## src/rtl/pwrup_pkg.sv

```systemverilog
// Package: shared state type and time-to-cycle conversion for the codec
// power-up sequencer. Assumes clock frequencies and times fit 64-bit products.
package pwrup_pkg;

    typedef enum logic [2:0] {
        ST_PDN    = 3'd0,
        ST_SETTLE = 3'd1,
        ST_CFG    = 3'd2,
        ST_PLL    = 3'd3,
        ST_LOCK   = 3'd4,
        ST_READY  = 3'd5
    } seq_state_t;

    typedef struct packed {
        logic [7:0] addr;
        logic [7:0] data;
    } wr_entry_t;

    // Rounds a duration in ns up to whole clock cycles, never below one.
    function automatic int unsigned ns_to_cycles(longint unsigned hz, longint unsigned ns);
        longint unsigned c;
        c = (hz * ns + 64'd999_999_999) / 64'd1_000_000_000;
        if (c == 0) c = 1;
        return 32'(c);
    endfunction

endpackage

```

## src/rtl/seq_timer.sv

```systemverilog
// Module: down-counting wait timer. Loading value N-1 makes the owning state
// last exactly N cycles. Assumes load values fit in W bits. INIT is the
// count held during reset so the first wait starts without a load pulse.
module seq_timer #(
    parameter int unsigned W = 8,
    parameter logic [W-1:0] INIT = '0
) (
    input  logic         clk,
    input  logic         rst_n,
    input  logic         load_i,
    input  logic [W-1:0] load_val_i,
    output logic         expired_o
);
    logic [W-1:0] cnt;

    // Count register: load on request, otherwise count down to zero and stop.
    always_ff @(posedge clk) begin
        if (!rst_n)
            cnt <= INIT;
        else if (load_i)
            cnt <= load_val_i;
        else if (cnt != '0)
            cnt <= cnt - 1'b1;
    end

    // Expiry flag: the wait is over once the counter has reached zero.
    always_comb expired_o = (cnt == '0);

    // The counter moves down by exactly one per unloaded cycle (R2, R6 timing base).
    p_countdown_r6: assert property (@(posedge clk) disable iff (!rst_n)
        (!load_i && cnt != '0) |=> (cnt == $past(cnt) - 1'b1));

endmodule

```

## src/rtl/seq_write_port.sv

```systemverilog
// Module: issues the configuration table and then the PLL-enable write over
// a valid/ready port. Assumes CFG_COUNT >= 1 and that cfg and pll phases are
// never requested together. Entry i of CFG_TABLE is bits [16*i +: 16],
// with the address in the upper byte.
module seq_write_port
    import pwrup_pkg::*;
#(
    parameter int unsigned CFG_COUNT = 3,
    parameter logic [CFG_COUNT*16-1:0] CFG_TABLE = {16'h053A, 16'h0338, 16'h0108},
    parameter logic [7:0] PLL_ADDR = 8'h01,
    parameter logic [7:0] PLL_DATA = 8'h09
) (
    input  logic       clk,
    input  logic       rst_n,
    input  logic       clear_i,
    input  logic       cfg_phase_i,
    input  logic       pll_phase_i,
    input  logic       wr_ready_i,
    output logic       wr_valid_o,
    output logic [7:0] wr_addr_o,
    output logic [7:0] wr_data_o,
    output logic       cfg_done_o,
    output logic       pll_done_o
);
    localparam int unsigned IW = $clog2(CFG_COUNT + 1);
    localparam logic [IW-1:0] LAST_IDX = IW'(CFG_COUNT - 1);
    localparam logic [IW-1:0] END_IDX  = IW'(CFG_COUNT);

    wr_entry_t    table_q [CFG_COUNT];
    wr_entry_t    cur;
    logic [IW-1:0] idx;
    logic          accept;

    // Unpack the flat parameter table into one entry per configuration write.
    for (genvar i = 0; i < CFG_COUNT; i++) begin : g_table
        assign table_q[i] = wr_entry_t'(CFG_TABLE[16*i +: 16]);
    end

    // Select the entry to present: the PLL write in its phase, else the table slot.
    always_comb begin
        if (pll_phase_i)
            cur = '{addr: PLL_ADDR, data: PLL_DATA};
        else if (idx < END_IDX)
            cur = table_q[idx];
        else
            cur = '0;
    end

    // Handshake outputs and completion pulses.
    always_comb begin
        wr_valid_o = cfg_phase_i || pll_phase_i;
        wr_addr_o  = cur.addr;
        wr_data_o  = cur.data;
        accept     = wr_valid_o && wr_ready_i;
        cfg_done_o = cfg_phase_i && wr_ready_i && (idx == LAST_IDX);
        pll_done_o = pll_phase_i && wr_ready_i;
    end

    // Table index: one step per accepted configuration write, cleared on restart.
    always_ff @(posedge clk) begin
        if (!rst_n || clear_i)
            idx <= '0;
        else if (cfg_phase_i && accept && idx < END_IDX)
            idx <= idx + 1'b1;
    end

    // A pending request keeps its address and data until accepted.
    p_hold_stable_r4: assert property (@(posedge clk) disable iff (!rst_n || clear_i)
        (wr_valid_o && !wr_ready_i) |=> (wr_valid_o && $stable(wr_addr_o) && $stable(wr_data_o)));

    // The PLL write is requested only when every table entry has been consumed.
    p_pll_after_cfg_r5: assert property (@(posedge clk) disable iff (!rst_n)
        pll_phase_i |-> (idx == END_IDX));

    // Each accepted configuration write moves the index by exactly one.
    p_one_step_r4: assert property (@(posedge clk) disable iff (!rst_n || clear_i)
        (cfg_phase_i && accept) |=> (idx == $past(idx) + 1'b1));

endmodule

```

## src/rtl/codec_pwrup_seq.sv

```systemverilog
// Module: top of the codec power-up sequencer. Orders reset pulse, supply
// settle, configuration writes, PLL enable and lock wait; all waits derive
// from CLK_HZ and round up. Assumes start_i and ldo_en_i are synchronous.
module codec_pwrup_seq
    import pwrup_pkg::*;
#(
    parameter longint unsigned CLK_HZ          = 50_000_000,
    parameter longint unsigned T_RST_NS        = 150,
    parameter longint unsigned T_SETTLE_LDO_NS = 10_000_000,
    parameter longint unsigned T_SETTLE_EXT_NS = 1_000_000,
    parameter longint unsigned T_LOCK_NS       = 10_000_000,
    parameter int unsigned     CFG_COUNT       = 3,
    parameter logic [CFG_COUNT*16-1:0] CFG_TABLE = {16'h053A, 16'h0338, 16'h0108},
    parameter logic [7:0]      PLL_ADDR        = 8'h01,
    parameter logic [7:0]      PLL_DATA        = 8'h09
) (
    input  logic       clk,
    input  logic       rst_n,
    input  logic       start_i,
    input  logic       ldo_en_i,
    output logic       pdn_n_o,
    output logic       busy_o,
    output logic       ready_o,
    output logic       wr_valid_o,
    input  logic       wr_ready_i,
    output logic [7:0] wr_addr_o,
    output logic [7:0] wr_data_o
);
    localparam int unsigned RST_CYC   = ns_to_cycles(CLK_HZ, T_RST_NS);
    localparam int unsigned LDO_CYC   = ns_to_cycles(CLK_HZ, T_SETTLE_LDO_NS);
    localparam int unsigned EXT_CYC   = ns_to_cycles(CLK_HZ, T_SETTLE_EXT_NS);
    localparam int unsigned LOCK_CYC  = ns_to_cycles(CLK_HZ, T_LOCK_NS);
    localparam int unsigned MAX_A     = (LDO_CYC > EXT_CYC) ? LDO_CYC : EXT_CYC;
    localparam int unsigned MAX_B     = (LOCK_CYC > RST_CYC) ? LOCK_CYC : RST_CYC;
    localparam int unsigned MAX_CYC   = (MAX_A > MAX_B) ? MAX_A : MAX_B;
    localparam int unsigned TW        = $clog2(MAX_CYC + 1);
    localparam logic [TW-1:0] RST_LD  = TW'(RST_CYC - 1);
    localparam logic [TW-1:0] LDO_LD  = TW'(LDO_CYC - 1);
    localparam logic [TW-1:0] EXT_LD  = TW'(EXT_CYC - 1);
    localparam logic [TW-1:0] LOCK_LD = TW'(LOCK_CYC - 1);

    seq_state_t    state, state_nxt;
    logic          tmr_load, tmr_expired;
    logic [TW-1:0] tmr_val;
    logic          cfg_done, pll_done;

    // Wait timer shared by the reset, settle and lock phases.
    seq_timer #(.W(TW), .INIT(RST_LD)) u_timer (
        .clk        (clk),
        .rst_n      (rst_n),
        .load_i     (tmr_load),
        .load_val_i (tmr_val),
        .expired_o  (tmr_expired)
    );

    // Register write issuer for the table and the PLL-enable write.
    seq_write_port #(
        .CFG_COUNT (CFG_COUNT),
        .CFG_TABLE (CFG_TABLE),
        .PLL_ADDR  (PLL_ADDR),
        .PLL_DATA  (PLL_DATA)
    ) u_wport (
        .clk         (clk),
        .rst_n       (rst_n),
        .clear_i     (start_i),
        .cfg_phase_i (state == ST_CFG),
        .pll_phase_i (state == ST_PLL),
        .wr_ready_i  (wr_ready_i),
        .wr_valid_o  (wr_valid_o),
        .wr_addr_o   (wr_addr_o),
        .wr_data_o   (wr_data_o),
        .cfg_done_o  (cfg_done),
        .pll_done_o  (pll_done)
    );

    // Next-state and timer-load decisions; start overrides every state.
    always_comb begin
        state_nxt = state;
        tmr_load  = 1'b0;
        tmr_val   = '0;
        if (start_i) begin
            state_nxt = ST_PDN;
            tmr_load  = 1'b1;
            tmr_val   = RST_LD;
        end else begin
            unique case (state)
                ST_PDN: if (tmr_expired) begin
                    state_nxt = ST_SETTLE;
                    tmr_load  = 1'b1;
                    tmr_val   = ldo_en_i ? LDO_LD : EXT_LD;
                end
                ST_SETTLE: if (tmr_expired) state_nxt = ST_CFG;
                ST_CFG:    if (cfg_done)    state_nxt = ST_PLL;
                ST_PLL: if (pll_done) begin
                    state_nxt = ST_LOCK;
                    tmr_load  = 1'b1;
                    tmr_val   = LOCK_LD;
                end
                ST_LOCK:   if (tmr_expired) state_nxt = ST_READY;
                ST_READY:  state_nxt = ST_READY;
                default:   state_nxt = ST_PDN;
            endcase
        end
    end

    // State register with synchronous reset into power-down.
    always_ff @(posedge clk) begin
        if (!rst_n)
            state <= ST_PDN;
        else
            state <= state_nxt;
    end

    // Status outputs decoded from the state register.
    always_comb begin
        pdn_n_o = (state != ST_PDN);
        ready_o = (state == ST_READY);
        busy_o  = (state != ST_READY);
    end

    // No register write while the codec is held in power-down.
    p_no_write_in_pdn_r2: assert property (@(posedge clk) disable iff (!rst_n)
        wr_valid_o |-> pdn_n_o);

    // Ready is entered only from the lock wait.
    p_ready_after_lock_r6: assert property (@(posedge clk) disable iff (!rst_n)
        $rose(ready_o) |-> ($past(state) == ST_LOCK));

    // Ready holds until a restart and requests nothing.
    p_ready_sticky_r9: assert property (@(posedge clk) disable iff (!rst_n)
        (ready_o && !start_i) |=> (ready_o && !wr_valid_o));

    // A start always lands in power-down on the next cycle.
    p_restart_r7: assert property (@(posedge clk) disable iff (!rst_n)
        start_i |=> (!pdn_n_o && !wr_valid_o));

endmodule

```

## config.mk

```make
export PLATFORM = sky130hd
export DESIGN_NAME = codec_pwrup_seq
export DESIGN_NICKNAME = d
export VERILOG_FILES = /design/src/rtl/pwrup_pkg.sv /design/src/rtl/seq_timer.sv /design/src/rtl/seq_write_port.sv /design/src/rtl/codec_pwrup_seq.sv
export SDC_FILE = /design/constraint.sdc
export NUM_CORES = 1
export LEC_CHECK = 0
export BUFFER_PORTS_ARGS = -buffer_cell sky130_fd_sc_hd__buf_2
export CAP_MARGIN = 20
export CORE_MARGIN = 2
export CORE_UTILIZATION = 50
export CTS_BUF_LIST = sky130_fd_sc_hd__clkbuf_16
export DETAILED_ROUTE_END_ITERATION = 8
export PLACE_DENSITY = 0.75
export SLEW_MARGIN = 10
export SYNTH_ARGS = -nofsm -noshare
export SYNTH_HDL_FRONTEND = slang
export SYNTH_HIERARCHICAL = 1
export SYNTH_SLANG_ARGS = --single-unit
```

## constraint.sdc

```tcl
create_clock -name clk -period 2.9 [get_ports clk]
set_clock_uncertainty 0.15 [all_clocks]
set_input_delay 0.58 -clock clk [delete_from_list [all_inputs] [get_ports clk]]
set_output_delay 0.58 -clock clk [all_outputs]
set_load 0.02 [all_outputs]
```

Yosys cells after proc, flatten, opt, wreduce, memory -nomap -nowiden
Index checks and enable logic that the tools add are counted.
Word-level totals
  register bits after elaboration: 24
  input bits: 5
  output and inout bits: 20
  word-level logic and storage cells: 59
Operators by class
  add/subtract/negate cells: 2
  $lt $le $gt $ge: 2
  equality and inequality tests: 12
  multiplexer cells: 22
  bitwise gates (word level): 2
  reductions and logical operators: 16
Operators with widths (count)
  19-bit two-way mux: 6
  16-bit two-way mux: 4
  19-bit case mux with 2 select lines: 1
  16-bit binary-select mux with 2-bit select: 1
  19-bit logical NOT: 1
  19-bit nonzero test: 1
  19-bit by 1-bit subtractor with 19-bit output, second input constant: 1
  3-bit case mux with 6 select lines: 1
  3-bit two-way mux: 5
  2-bit != test, second input constant: 5
  3-bit by 2-bit equality test with 1-bit output, second input constant: 2
  3-bit equality test, second input constant: 2
  1-bit logical AND: 6
  5-bit AND reduction: 1
  3-bit by 1-bit equality test with 1-bit output, second input constant: 1
  3-bit greater-or-equal comparator, second input constant: 1
  3-bit logical NOT: 1
  1-bit two-way mux: 3
  3-bit != test, second input constant: 1
  2-bit inverter with 3-bit output: 1
  3-bit nonzero test: 1
  2-bit by 1-bit adder with 2-bit output, second input constant: 1
  2-bit equality test, second input constant: 1
  1-bit logical OR: 2
  6 further kinds: 6

Longest topological paths before layout
  depth after elaboration: 6
  gate-level depth with buffers: 13
  mapped depth without buffers: 12

Hierarchy
Netlist, hierarchy kept.
By module, submodules not included
  seq_timer: instances 1, cells an instance 129, area an instance 1022.2 um^2, seq. area each 380.4 um^2
  seq_write_port: instances 1, cells an instance 35, area an instance 291.5 um^2, seq. area each 40.0 um^2
  codec_pwrup_seq: instances 1, cells an instance 35, area an instance 237.7 um^2, seq. area each 60.1 um^2

Worst setup path after synthesis
No wires, ideal clock.
  path kind: reg2reg
  start point: register u_timer.cnt[0]
  end point: register u_timer.cnt[11]
  setup time: 0.122 ns
  arrival time: 2.850 ns
  required time: 2.628 ns
  setup slack: -0.222 ns
  stages on the path, launching flop included: 13
  buffers on the path: 1
  period minus slack after synthesis: 3.122 ns
  cell sequence: dfxtp_1 > inv_1 > ha_1 > or4b_4 > or4_4 > nor2b_2 > buf_6 > a21oi_1 > o21bai_1 > inv_1 > nand2_1 > or2_2 > o21ai_0
Between the ends
  longest elaborated chain between the ends: 5
  elaborated cells on any way between the ends: 12
  those cells by class: add/sub: 1; mux: 8; reduce/logical: 3
Ends and longest elaborated chain
  start, declared: line seq_timer.sv:14  | logic [W-1:0] cnt;
  start signal, assigned: line seq_timer.sv:21  | cnt <= load_val_i;
  start signal, assigned: line seq_timer.sv:23  | cnt <= cnt - 1'b1;
  19-bit logical NOT *: line seq_timer.sv:27  | always_comb expired_o = (cnt == '0);
  net tmr_expired: line codec_pwrup_seq.sv:43  | logic tmr_load, tmr_expired;
  1-bit two-way mux *: line codec_pwrup_seq.sv:87  | ST_PDN: if (tmr_expired) begin
  1-bit case mux with 2 select lines *: line codec_pwrup_seq.sv:86  | unique case (state)
  1-bit two-way mux *: line codec_pwrup_seq.sv:81  | if (start_i) begin
  net tmr_load: line codec_pwrup_seq.sv:43
  19-bit two-way mux / 2-bit nonzero test (equally long branches)
The timed path passes the listed nets; every way through them passes the cells marked *. The select of a mux whose other input is x is not followed.
A chain may end at the register's enable or synchronous reset.

Worst setup path after layout
  start point: register u_timer.cnt[1]
  end point: register u_timer.cnt[6]
Between the ends
  longest elaborated chain between the ends: 5
  elaborated cells on any way between the ends: 12
  those cells by class: add/sub: 1; mux: 8; reduce/logical: 3
Ends and longest elaborated chain (line)
  19-bit logical NOT *: seq_timer.sv:27
  net tmr_expired: codec_pwrup_seq.sv:43
  19-bit two-way mux / 1-bit two-way mux (equally long branches): codec_pwrup_seq.sv:87
  19-bit case mux with 2 select lines / 1-bit case mux with 2 select lines (equally long branches): codec_pwrup_seq.sv:86
  19-bit two-way mux / 1-bit two-way mux (equally long branches): codec_pwrup_seq.sv:81
  19-bit two-way mux / 2-bit nonzero test (equally long branches)
Marks and branches as above.

==> results.txt <==
- TritonCTS built the clock tree.
- Dominant cell type by area after synthesis: dfxtp_1
- The clock network burns 39.3% of the power.
* Dominant combinational cell family by area after synthesis: simple AND/OR/NAND/NOR gates
- The total area inside the core boundary comes to around 3000 um2.
* Post-synthesis compound-gate area fraction: 15.0%
- Die height: 59.7 um
- In this run the mean area of a mapped cell was between 7 and 8 um2.
* Routed wire length on met2: between 2000 and 2500 um
- At the pin with the least slew margin, the transition time is approximately 0.75 ns.
- Across the run, the number of max-cap violations was 0.
- Walking the worst path, the cells encountered are inv_2, ha_4, or4b_4, or4_4, nor2b_4, buf_6, and4b_2, o21ai_2, nor4_2, o21ai_1, nand2_1.
- Using the TritonRoute via totals, the vias-per-cell ratio works out to slightly below 6.
- STA puts the critical path data required time at 2.96 ns.
* Clock tree root driver cell: clkbuf_16
- Starting DRC count in detailed routing: 195
- Peak clock frequency supported by timing: 0.333 GHz
- Counting distinct cell types in the post-synthesis netlist gives 48.
- Mux contribution to synthesized area: 1.94%
* PortBufs: 16
- Worst-case vdd ir drop: approximately 200 uV
- Wire per inst: ~16 um
- Source-to-sink clock delay at the later pin of the worst-skew pair: approximately 0.26 ns
- In the post-route analysis, the smallest setup slack over all paths is -0.106 ns.
- For this run, the number of Yosys warnings is 6.
- The clock drives 24 sinks.
- Final Cycle Share: 104%
- In this run the tightest slew margin relative to its limit is roughly half.
* Net switching power of the design: 0.197 mW
- The number of pins exceeding their max-slew limit in the final report was 0.
- The checks that failed: negative setup slack.
- Summing the areas of all and, or, nand and nor instances in the mapped netlist gives approximately 31% of the synthesized area.
* Async set-or-reset flop fraction in the synthesized netlist: 0%
- The design draws ~0.77 mW.
- The number of hold violations in the final report came to 0.
- Post-Synthesis Cell Area: between 1500 and 2000 um2
* Top_reg_cell synth: dfxtp_1
- Max Buffers Root-to-Sink: 2
* Proportion of power drawn by combinational gates: around 15%
- Number of flip-flops and latches in the synthesized netlist: 24
- Worst EP arrival: 3.06 ns
- Routed Antenna Nets: 0
- In the routed design, unresolved DRC markers number 0.
- The final layout contains approximately 250 nets.
- Leaving out fill and tap cells, the most frequent cell in the layout is nand2_1.
- Across all hold checks on the routed design, the worst slack comes to just under 0.4 ns.
- Count of flip-flops with a built-in enable after synthesis: 0
- In this design, the largest share of critical-path delay is due to simple AND/OR/NAND/NOR gates.
- Clock slew seen by the registers of the worst setup and hold paths: 0.06 ns
- 25 I/O pins were placed.
- Proportion of netlist area held by the largest area contributor: 31.0%
- Relative contribution of sequential cells to total power: a little under half
* Adder-cell share of the synthesized area: roughly 4%
- The share of the Yosys chip area taken by registers is ~31%.
* CP endpoint kind: flop
- The HPWL after detailed placement is 2510 um.
* Final estimated routing congestion in global placement: 0.852
- The slowest stage of the critical path is the or4_4 cell.
- In the final routing, the length of wire on met1 measures between 1500 and 2000 um.
- Top library cells by usage in the layout, fill and taps aside: nand2_1, dfxtp_1, buf_4
* Final setup violation count: 4
- Number of core rows: 20
- Worst stage delay on the critical path: ~0.60 ns
- Number of levels in the clock H-tree: 1
- Summed over all layers, the global routing overflow is 0.
* Initial antenna violation count: 0
- Vias in the first global route: around 1200
- For the finished layout, the period the worst path requires is between 3 and 4 ns.
- Type of origin of the critical path: flop
- 0 antenna diodes ended up in the layout.
- Total number of vias: 1595
- Starting utilization of the core area: slightly above 50%
- Highest routed layer: met4
- For this run, the detailed router's first-pass iteration total came to 5.
- Number of clock buffers inserted by TritonCTS: 3
- For this design the static power due to leakage is around 0.84 nW.
* HP Class: flop to flop
- Wire length of the first global-routing pass: between 5000 and 6000 um
* Final core occ: between 60% and 70%
- Measured along the x axis, the die boundary spans 59.7 um.
- Of all nets on the critical path, the largest fanout is 5.
* Layout overhead on the synthesized area: 25.0%
- Cells after synthesis: around 200
* Die ar.: about 3600 um2
- Post-Route WL: about 4300 um
* Outcome: finished with violations
- Biggest area contributors in the synthesized netlist: dfxtp_1, nand2_1, buf_4
- Global-route usage over all layers: approximately a fifth
- Internal portion of total power: 0.572 mW
- Pin count of the biggest net entering global routing: 19
* Parity-gate share of the synthesized area counting xor and xnor cells: 6.21%
* Routed length on met3: approximately 300 um
* Buffers & Inverters on Critical Path: 2
* Sw Ratio: 25.7%
- Setup Crit Path Kind: flop to flop
- Share of post-route cells with drive strength above 1: between 20 and 30%
- Power per cell area: 397 nW/um2
state kept, by name, summed over array words and instances, names as in the netlist:
register	cells
u_timer/cnt	19
state	3
u_wport/idx	2
through the flow:
stage	worst slack [ns]	TNS, ns	std cells	cell area [um2]
2_1_floorplan	0.0902	0	210	1610
3_3_place_gp	0.123	0	250	1670
3_5_place_dp	0.0528	0	250	1670
4_1_cts	0.0225	0	254	1750
5_1_grt	-0.183	-0.548	271	1940
6_report	-0.106	-0.160	271	1940
Yosys cell counts, types with 2 or more instances:
cell,number
a21oi_1,7
a31oi_1,3
and2_1,2
buf_2,2
buf_4,12
clkbuf_1,2
conb_1,2
dfxtp_1,24
ha_1,5
inv_1,9
mux2i_1,3
nand2_1,25
nand2b_1,2
nand3_1,5
nand3b_1,2
nor2_1,14
nor2b_1,2
nor3_1,8
nor4_1,7
o21ai_0,17
o311ai_0,2
o31ai_1,3
or2_2,3
or3_1,4
or3b_1,2
xnor2_1,7
xor2_1,4
power groups by stage:
stage | Combinational, mW | Sequential (mW) | Clock [mW]
after floorplan | 0.0738 | 0.356 | 0
after global placement | 0.0860 | 0.359 | 0
after CTS | 0.0881 | 0.352 | 0.305
after global routing | 0.122 | 0.354 | 0.322
after detailed placement | 0.0873 | 0.359 | 0
final | 0.113 | 0.353 | 0.302
tightest hold or removal path, cell delays in order, from the launching register on:
cell,delay (ns)
dfxtp_1,0.32
o311ai_0,0.09
a21boi_0,0.08
final timing paths:
kind,cells past startpoint,to,start,slack (ns)
max reg2reg,11,u_timer/cnt[6]$_SDFFE_PN0P_,u_timer/cnt[1]$_SDFFE_PN1P_,-0.11
min reg2reg,2,u_timer/cnt[18]$_SDFFE_PN0P_,u_timer/cnt[18]$_SDFFE_PN0P_,0.39
min,2,u_timer/cnt[18]$_SDFFE_PN0P_,u_timer/cnt[18]$_SDFFE_PN0P_,0.39
max,11,u_timer/cnt[6]$_SDFFE_PN0P_,u_timer/cnt[1]$_SDFFE_PN1P_,-0.11
per-layer routing:
layer,track usage [%],vias up
li1,-,751
met4,9.21,0
met2,32.5,88
met3,2.81,24
met1,28.8,732
met5,0,-
layout make-up:
type	instances	area [um2]
timing repair buffer	42	293
multi-input combinational	159	1010
sequential	24	482
tap	33	41.3
clock inverter	1	3.75
inverter	9	33.8
fill	235	1060
clock buffer	3	75.1
timing repair:
item | 4_1_cts | 5_1_grt
endpoints found under the setup margin | 1 | 12
pin swaps | 1 | 6
buffers inserted | 0 | 17
resized for setup | 0 | 16
endpoints found under the hold margin | 0 | 0
hold buffers | 0 | 0
cloned | 0 | 0
kinds of logic (layout without fill, tap and decap cells):
| kind of cell | count (synthesis) | count (layout) |
|---|---|---|
| multiplexers | 3 | 3 |
| XOR/XNOR | 11 | 11 |
| AO/OA/AOI/OAI | 38 | 38 |
| flip-flops | 24 | 24 |
| AND/OR/NAND/NOR | 89 | 89 |
| other | 2 | 13 |
| adder cells (fa/ha/maj) | 5 | 5 |
| buffers and inverters | 27 | 55 |
Power figures use the tool's default switching activity.
